[src/rtl/ftm_pkg.sv]
package ftm_pkg;
    typedef enum logic {
        RD_LIVE = 1'b0,
        RD_HELD = 1'b1
    } rd_state_e;
endpackage

[src/rtl/ftm_counter.sv]
module ftm_counter #(
    parameter int CNT_W = 12
) (
    input  logic             clk,
    input  logic             rst_n,
    input  logic             tick_i,
    output logic [CNT_W-1:0] cnt_o
);
    always_ff @(posedge clk or negedge rst_n) begin
        if (!rst_n) begin
            cnt_o <= '0;
        end else if (tick_i) begin
            cnt_o <= cnt_o + 1'b1;   // natural wrap, no flag
        end
    end
endmodule

[src/rtl/ftm_tap.sv]
module ftm_tap (
    input  logic clk,
    input  logic rst_n,
    input  logic tap_i,
    input  logic ack_i,
    output logic pulse_o,
    output logic pend_o
);
    logic prev_q;

    always_ff @(posedge clk or negedge rst_n) begin
        if (!rst_n) begin
            prev_q <= 1'b0;
        end else begin
            prev_q <= tap_i;
        end
    end

    // falling edge of the tapped bit
    assign pulse_o = prev_q & ~tap_i;

    always_ff @(posedge clk or negedge rst_n) begin
        if (!rst_n) begin
            pend_o <= 1'b0;
        end else if (pulse_o) begin
            pend_o <= 1'b1;          // set beats acknowledge
        end else if (ack_i) begin
            pend_o <= 1'b0;
        end
    end
endmodule

[src/rtl/ftm_read.sv]
module ftm_read
    import ftm_pkg::*;
#(
    parameter int CNT_W  = 12,
    parameter int BYTE_W = 8
) (
    input  logic              clk,
    input  logic              rst_n,
    input  logic [CNT_W-1:0]  cnt_i,
    input  logic              rd_lo_i,
    input  logic              rd_hi_i,
    output logic [BYTE_W-1:0] lo_byte_o,
    output logic [BYTE_W-1:0] hi_byte_o
);
    localparam int HI_W  = CNT_W - BYTE_W;
    localparam int PAD_W = BYTE_W - HI_W;

    rd_state_e       state_q, state_d;
    logic [HI_W-1:0] hold_q;
    logic [HI_W-1:0] nib;

    always_ff @(posedge clk or negedge rst_n) begin
        if (!rst_n) begin
            state_q <= RD_LIVE;
            hold_q  <= '0;
        end else begin
            state_q <= state_d;
            if (rd_lo_i) begin
                hold_q <= cnt_i[CNT_W-1:BYTE_W];
            end
        end
    end

    always_comb begin
        state_d = state_q;
        unique case (state_q)
            RD_LIVE: if (rd_lo_i) state_d = RD_HELD;
            RD_HELD: begin
                if (rd_lo_i)      state_d = RD_HELD;
                else if (rd_hi_i) state_d = RD_LIVE;
            end
            default: state_d = RD_LIVE;
        endcase
    end

    always_comb begin
        unique case (state_q)
            RD_HELD: nib = hold_q;
            default: nib = cnt_i[CNT_W-1:BYTE_W];
        endcase
        lo_byte_o = cnt_i[BYTE_W-1:0];
        hi_byte_o = {{PAD_W{1'b0}}, nib};
    end
endmodule

[src/rtl/ftm_timer.sv]
module ftm_timer #(
    parameter int CNT_W     = 12,
    parameter int BYTE_W    = 8,
    parameter int FAST_LOG2 = 7,
    parameter int SLOW_LOG2 = 10
) (
    input  logic              clk,
    input  logic              rst_n,
    input  logic              tick_i,
    input  logic              rd_lo_i,
    input  logic              rd_hi_i,
    input  logic              ack_fast_i,
    input  logic              ack_slow_i,
    output logic [BYTE_W-1:0] lo_byte_o,
    output logic [BYTE_W-1:0] hi_byte_o,
    output logic              irq_fast_o,
    output logic              irq_slow_o,
    output logic              pend_fast_o,
    output logic              pend_slow_o
);
    localparam int N_TAP = 2;

    logic [CNT_W-1:0] cnt_q;
    logic [N_TAP-1:0] ack_v, pulse_v, pend_v;

    assign ack_v = {ack_slow_i, ack_fast_i};

    ftm_counter #(.CNT_W(CNT_W)) u_cnt (
        .clk    (clk),
        .rst_n  (rst_n),
        .tick_i (tick_i),
        .cnt_o  (cnt_q)
    );

    for (genvar g = 0; g < N_TAP; g++) begin : g_tap
        localparam int TBIT = (g == 0) ? FAST_LOG2 - 1 : SLOW_LOG2 - 1;
        ftm_tap u_tap (
            .clk     (clk),
            .rst_n   (rst_n),
            .tap_i   (cnt_q[TBIT]),
            .ack_i   (ack_v[g]),
            .pulse_o (pulse_v[g]),
            .pend_o  (pend_v[g])
        );
    end

    assign irq_fast_o  = pulse_v[0];
    assign irq_slow_o  = pulse_v[1];
    assign pend_fast_o = pend_v[0];
    assign pend_slow_o = pend_v[1];

    ftm_read #(.CNT_W(CNT_W), .BYTE_W(BYTE_W)) u_rd (
        .clk       (clk),
        .rst_n     (rst_n),
        .cnt_i     (cnt_q),
        .rd_lo_i   (rd_lo_i),
        .rd_hi_i   (rd_hi_i),
        .lo_byte_o (lo_byte_o),
        .hi_byte_o (hi_byte_o)
    );
endmodule

[config.mk]
export PLATFORM = sky130hd
export DESIGN_NAME = ftm_timer
export DESIGN_NICKNAME = d
export VERILOG_FILES = /design/src/rtl/ftm_pkg.sv /design/src/rtl/ftm_counter.sv /design/src/rtl/ftm_tap.sv /design/src/rtl/ftm_read.sv /design/src/rtl/ftm_timer.sv
export SDC_FILE = /design/constraint.sdc
export NUM_CORES = 1
export LEC_CHECK = 0
export BUFFER_PORTS_ARGS = -buffer_cell sky130_fd_sc_hd__buf_2
export CORE_AREA = 2 2 56 58
export DETAILED_ROUTE_END_ITERATION = 10
export DIE_AREA = 0 0 58 60
export GPL_ROUTABILITY_DRIVEN = 0
export SYNTH_ARGS = -nofsm -noshare
export SYNTH_HDL_FRONTEND = slang
export SYNTH_SLANG_ARGS = --single-unit
[constraint.sdc]
create_clock -name clk -period 1.8 [get_ports clk]
set_clock_uncertainty 0.15 [all_clocks]
set_input_delay 0 -clock clk [delete_from_list [all_inputs] [get_ports clk]]
set_output_delay 0 -clock clk [all_outputs]
set_load 0.1 [all_outputs]
==> metrics.md, run 1 <==
| Metric | Value |
|---|---|
| Period minus WS final | `1.59 ns` |
| Clock Latency Late Sink | `0.30 ns` |
| Fill count | `285` |
| First drt pass iteration count | `2` |
| Max incr delay on CP | `0.47 ns` |
| Mean Syn Cell Area | `12.0 sq um` |
| Htree depth | `1` |
| Maxcap violations | `0` |
| Critical Path Fanout Max | `6` |
| Die area | `3480 sq um` |
| Die H | `60 microns` |
| Area delta synth->final | `16.7%` |
| RSZ-0062 raised after global routing | `false` |
| Setup TNS | `0 ns` |
| Std cell rows | `20` |
| Ys async rst share | `100%` |
| Worst setup EP type | `output port` |
| DP Wirelength | `1120 microns` |
| Vias per inst | `4.46` |
| First-pass GRT wire length | `2700 microns` |
| Number of CTS-inserted buffers | `3` |
| Layout Utilization | `39.4%` |
| Post-synth top flop | `dfrtp_1` |
| TritonCTS clock tree | `yes` |
| Clock-pin slew on the worst setup and hold paths | `0.11 ns` |
| Top cells by area, synth | `dfrtp_1, buf_4, mux2_2, xor2_1, xnor2_1` |
| Initial core utilization | `33.8%` |
| Area of the multi-input gates | `363 sq um` |
| Final Hold Viols | `0` |
| GR Util All Layers | `10.6%` |
| Post-Place Cells | `128` |
| Share of cells above drive strength 1 | `35.2%` |
| Slowest cell on crit path | `dfrtp_1` |
| Register area | `526 sq um` |
| Root Buffer | `clkbuf_4` |
| Fin nets | `114` |
| Setup Buffers After CTS | `0` |
| Final setup fails | `0` |
| Mapped Cells | `82` |
| Port Buffer Count | `22` |
| Final ANT Viol Nets | `0` |
| Residual DRC | `0` |
| Commonest non-fill, non-tap cells in the layout | `buf_2, dfrtp_1, mux2_2` |
| CTS Sinks | `21` |
| Initial antenna violation count | `0` |
| Layout Cells excl Fill | `138` |
| Crit Path Category | `reg2out` |
| Share of the synthesized area in the top cell type | `53.6%` |
| WL per Instance | `11.3 microns` |
| Initial DRC Count | `4` |
| Largest buffer count on any clock path | `2` |
| Remaining Overflow, GRT | `0` |
| Hold WC Path Type | `in2async` |
| Hold buffer count at cts | `6` |
| CP startpoint kind | `flip-flop` |
| Gates resized, CTS repair | `0` |
| Largest net degree at the start of global routing | `22` |
| I/O pins | `27` |
| Synth Cell Area | `981 sq um` |
| Vias in the first global route | `579` |
| Sequential fraction of the synthesis area | `53.6%` |
| Core box area | `2900 sq um` |
| Unique masters post-synth | `18` |
| Most common cell after layout, fill and taps aside | `buf_2` |
| Number of diodes | `0` |
| Period utilization | `88.1%` |
| Number of synthesized register bits | `21` |
| Top cell type by total area after synthesis | `dfrtp_1` |
| Critical path arrival | `1.44 ns` |
| Run status | `completed` |
| WL final | `1560 microns` |
| WP data required | `1.65 ns` |
| Number of synthesized flops with an enable pin | `0` |
| Detailed-route via count | `615` |
| Peak Freq | `630 MHz` |
| Die span in x | `58 microns` |
| Synth Warn # | `0` |
| Slew Limit Fails | `0` |
| Crit path cell chain | `mux2_2 > buf_2` |
-- cells in the mapped netlist, drive strengths merged (2+ instances only) --
library cell / count
xnor2: 5
nor2b: 2
inv: 5
nand3: 3
nand4: 3
xor2: 6
mux2: 8
a21o: 3
buf: 12
nor2: 2
dfrtp: 21
nor3: 4
nand2: 4
-- worst paths after layout --
check	start	to	slack, ns	depth (start not counted)
worst max register to register	u_cnt.cnt_o[0]$_DFFE_PN0P_	u_cnt.cnt_o[10]$_DFFE_PN0P_	0.35	4
worst max-delay path	u_rd.state_q$_DFF_PN0_	hi_byte_o[1]	0.21	2
min in group clk	g_tap[1].u_tap.pend_o$_DFFE_PN0P_	g_tap[1].u_tap.pend_o$_DFFE_PN0P_	0.34	1
max in group asynchronous	rst_n	g_tap[0].u_tap.pend_o$_DFFE_PN0P_	1.18	2
worst min-delay path	rst_n	u_cnt.cnt_o[0]$_DFFE_PN0P_	0.009	2
worst min register to register	g_tap[1].u_tap.pend_o$_DFFE_PN0P_	g_tap[1].u_tap.pend_o$_DFFE_PN0P_	0.34	1
-- layer usage --
metal,track usage [%],vias up,part of all wire [%]
li1,-,300,-
met3,2.81,5,6.1
met5,0,-,0
met2,17.0,18,46
met1,12.8,292,45
met4,5.98,0,2.7
-- worst max-delay path, delay by kind of cell, from the launching register on --
kind | cells | cell delay [ns]
DFF | 1 | 0.47
buffers and inverters | 1 | 0.42
muxes | 1 | 0.25
-- logic make-up (layout without fill, tap and decap cells) --
logic type	count (synthesis)	in the layout	synth area share, %
xor+xnor	11	11	9.82
buf+inv	17	37	11.1
other cells	1	4	0.382
compound gates	4	4	2.81
simple gates	19	19	11.9
fa+ha+maj	1	1	1.28
flops	21	21	53.6
mux	8	8	9.18
-- sequential cells by signal, indices dropped and copies added, names as in the netlist --
name / count
u_rd.hold_q: 4
g_tap.u_tap.pend_o: 2
g_tap.u_tap.prev_q: 2
u_rd.state_q: 1
u_cnt.cnt_o: 12
-- cell type report --
class / instances / area share [%]
clock buffers: 4 / 2.30
well taps: 33 / 3.61
inverters: 5 / 1.64
multi-input cells: 47 / 31.7
repair buffers: 28 / 14.9
flip-flops and latches: 21 / 45.9
-- metrics by stage --
stage          instance area [sq um]  setup slack (ns)  hold WS [ns]
2_1_floorplan                    997            -0.131        -0.446
3_3_place_gp                    1060             0.453        -0.174
3_5_place_dp                    1060             0.383        -0.170
4_1_cts                         1140             0.192        0.0218
5_1_grt                         1140             0.146        0.0676
6_report                        1140             0.214       0.00907
Power of run 1 is left out: the tool's default activity adds up to more than one toggle a clock period on the data nets, which glitch-free logic cannot reach.
==> inputs of run 2 (changes only) <==
--- a/config.mk
+++ b/config.mk
@@ -5,10 +5,12 @@
 export SDC_FILE = /design/constraint.sdc
 export NUM_CORES = 1
 export LEC_CHECK = 0
+export ABC_AREA = 1
 export BUFFER_PORTS_ARGS = -buffer_cell sky130_fd_sc_hd__buf_2
-export CORE_AREA = 2 2 56 58
+export CORE_AREA = 2 2 58 60
+export CTS_BUF_LIST = sky130_fd_sc_hd__clkbuf_2
 export DETAILED_ROUTE_END_ITERATION = 10
-export DIE_AREA = 0 0 58 60
+export DIE_AREA = 0 0 60 62
 export GPL_ROUTABILITY_DRIVEN = 0
 export SYNTH_ARGS = -nofsm -noshare
 export SYNTH_HDL_FRONTEND = slang
==> run 2 against run 1 <==
Register-to-register slack hardly changed. Synthesized cell count is 57% higher. First-iteration DRC count increased by 130%. Wire length grew 14%. Final area grew 12%. Synthesized area up 11%. Flip-flop and latch count unchanged. Die area up 6.9%. Setup slack better by 0.0029 ns. Maximum frequency increased by 0.18%. Sequential share of layout area shrank 4.8 points.
==> metrics.md, run 2 <==
| Metric | Value |
|---|---|
| Fin nets | `161 (+41%)` |
| Synth Warn # | `0 (unchanged)` |
| Initial core utilization | `34.2% (+0.45 points)` |
| WL per Instance | `9.02 microns (-20%)` |
| Commonest non-fill, non-tap cells in the layout | `nand2_1, buf_2, dfrtp_1` |
| Clock-pin slew on the worst setup and hold paths | `0.19 ns (+0.08 ns)` |
| Number of synthesized register bits | `21 (unchanged)` |
| Largest net degree at the start of global routing | `16 (-27%)` |
| Most common cell after layout, fill and taps aside | `nand2_1` |
| Die area | `3720 sq um (+6.9%)` |
| Htree depth | `1 (unchanged)` |
| Critical path arrival | `1.43 ns (about the same)` |
| Period minus WS final | `1.58 ns (-0.00286 ns)` |
| GR Util All Layers | `11.0% (+0.45 points)` |
| Run status | `completed` |
| Final ANT Viol Nets | `0 (unchanged)` |
| Root Buffer | `clkbuf_2` |
| CTS Sinks | `21 (unchanged)` |
| Fill count | `320 (+12%)` |
| Die span in x | `60 microns (+3.4%)` |
| Sequential fraction of the synthesis area | `48.3% (-5.3 points)` |
| Area of the multi-input gates | `403 sq um (+11%)` |
| TritonCTS clock tree | `yes` |
| Worst-Margin Slew | `0.698 ns` |
| Die H | `62 microns (+3.3%)` |
| Top cells by area, synth | `dfrtp_1, buf_4, nand2_1, inv_1, nand3_1` |
| Synth Cell Area | `1090 sq um (+11%)` |
| Number of CTS-inserted buffers | `3 (unchanged)` |
| Number of synthesized flops with an enable pin | `0 (unchanged)` |
| Critical Path Fanout Max | `6 (unchanged)` |
| Unique masters post-synth | `19 (+1)` |
| WP data required | `1.65 ns (about the same)` |
| Largest buffer count on any clock path | `2 (unchanged)` |
| Slew Limit Fails | `0 (unchanged)` |
| Worst setup EP type | `output port` |
| WL final | `1790 microns (+14%)` |
| CP startpoint kind | `flip-flop` |
| First-pass GRT wire length | `2970 microns (+10%)` |
| Max reg flops | `12 (unchanged)` |
| Largest regs | `u_cnt.cnt_o (12), u_rd.hold_q (4)` |
| Top cell type by total area after synthesis | `dfrtp_1` |
| Mapped Cells | `129 (+57%)` |
| Final hold slack | `0.225 ns (+0.216 ns)` |
| Most frequent cell after synthesis | `nand2_1` |
| Share of cells above drive strength 1 | `24.3% (-11 points)` |
| Vias in the first global route | `676 (+17%)` |
| Clock Latency Late Sink | `0.31 ns (about the same)` |
| Residual DRC | `0 (unchanged)` |
| I/O pins | `27 (unchanged)` |
| Relative slew slack | `53.3%` |
| Post-synth top flop | `dfrtp_1` |
| Peak Freq | `632 MHz (+0.18%)` |
| Number of diodes | `0 (unchanged)` |
| Area delta synth->final | `17.4%` |
| Crit Path Category | `reg2out` |
| Maxcap violations | `0 (unchanged)` |
| Gates resized, CTS repair | `0 (unchanged)` |
| Setup TNS | `0 ns (unchanged)` |
| DP Wirelength | `1320 microns (+18%)` |
| Vias per inst | `4.12 (-7.5%)` |
| Port Buffer Count | `22 (unchanged)` |
| Reg with most FFs | `u_cnt.cnt_o` |
| Mean Syn Cell Area | `8.44 sq um (-29%)` |
| RSZ-0062 raised after global routing | `false` |
| Initial antenna violation count | `0 (unchanged)` |
| Remaining Overflow, GRT | `0 (unchanged)` |
| Share of the synthesized area in the top cell type | `48.3% (-5.3 points)` |
| Std cell rows | `21 (+5.0%)` |
| Synth cell count leaders | `nand2_1, dfrtp_1, inv_1, buf_4, nor2_1` |
| Period utilization | `88.0% (-0.16 points)` |
| Core box area | `3180 sq um (+9.5%)` |
| Initial DRC Count | `9 (+5)` |
| Ys async rst share | `100% (unchanged)` |
| Final Hold Viols | `0 (unchanged)` |
| Register area | `526 sq um (unchanged)` |
| Detailed-route via count | `816 (+33%)` |
| First drt pass iteration count | `3 (+1)` |
| Final setup fails | `0 (unchanged)` |
| Hold WC Path Type | `in2reg` |
## run 2: changes by cell type after synthesis, sizes merged, moves of 6 or more
cell | previous run | this run
mux2 | 8 | 1
inv | 5 | 19
nor2 | 2 | 13
nand2 | 4 | 31
nand3 | 3 | 9
## run 2: final timing paths
check                                               endpoint  cells after the start  slack, ns                   startpoint
min in group asynchronous         u_cnt.cnt_o[1]$_DFFE_PN0P_                      3       0.44                        rst_n
max in group asynchronous         u_cnt.cnt_o[7]$_DFFE_PN0P_                      3       0.44                        rst_n
setup reg to reg                      u_rd.state_q$_DFF_PN0_                      3       0.36       u_rd.state_q$_DFF_PN0_
hold / removal             g_tap[0].u_tap.pend_o$_DFFE_PN0P_                      3       0.22                   ack_fast_i
hold reg to reg                  u_cnt.cnt_o[11]$_DFFE_PN0P_                      2       0.35  u_cnt.cnt_o[11]$_DFFE_PN0P_
setup / recovery                                hi_byte_o[1]                      3       0.22   u_cnt.cnt_o[9]$_DFFE_PN0P_
## run 2: worst max-delay path: stages (launching register included)
cell	delay, ns
dfrtp_1	0.48
inv_1	0.10
o21ai_1	0.11
buf_2	0.43
## run 2: metal layers
metal	global-route usage [%]	routed length [microns]
met5	0	0
met4	6.67	40
met3	1.24	40
met2	18.6	891
met1	13.6	812
## run 2: kinds of logic (layout without fill, tap and decap cells)
| kind of cell | Yosys count | count (layout) | share of synthesized area (%) |
|---|---|---|---|
| muxes | 1 | 1 | 1.03 |
| xor gates and xnor gates | 4 | 4 | 3.22 |
| other | 1 | 4 | 0.344 |
| and+or+nand+nor | 56 | 56 | 24.3 |
| buffers and inverters | 34 | 54 | 16.2 |
| AOI/OAI and AO/OA | 11 | 11 | 5.52 |
| DFF | 21 | 21 | 48.3 |
| adders and majority gates | 1 | 1 | 1.15 |
## run 2: timing repair
action / 4_1_cts / 5_1_grt
buffers inserted: 0 / 0
hold buffers: 9 / 0
endpoints found under the hold margin: 36 / 0
## run 2: final cells by class
type	instances	share of cell area, %
multi-input cells	77	31.5
repair buffers	31	15.7
clock buffers	4	1.57
inverters	19	5.58
well taps	46	4.51
flip-flops and latches	21	41.1
## run 2: per-stage QoR
step                      cell area, sq um  utilization [%]  worst slack [ns]  std cells
after global routing                  1280             40.2            0.0927        198
after CTS                             1280             40.2             0.195        198
after global placement                1170             36.7             0.466        185
final                                 1280             40.2             0.217        198
after detailed placement              1170             36.7             0.403        185
after floorplan                       1100                -            -0.240        132
Power of run 2 is left out for the same reason.
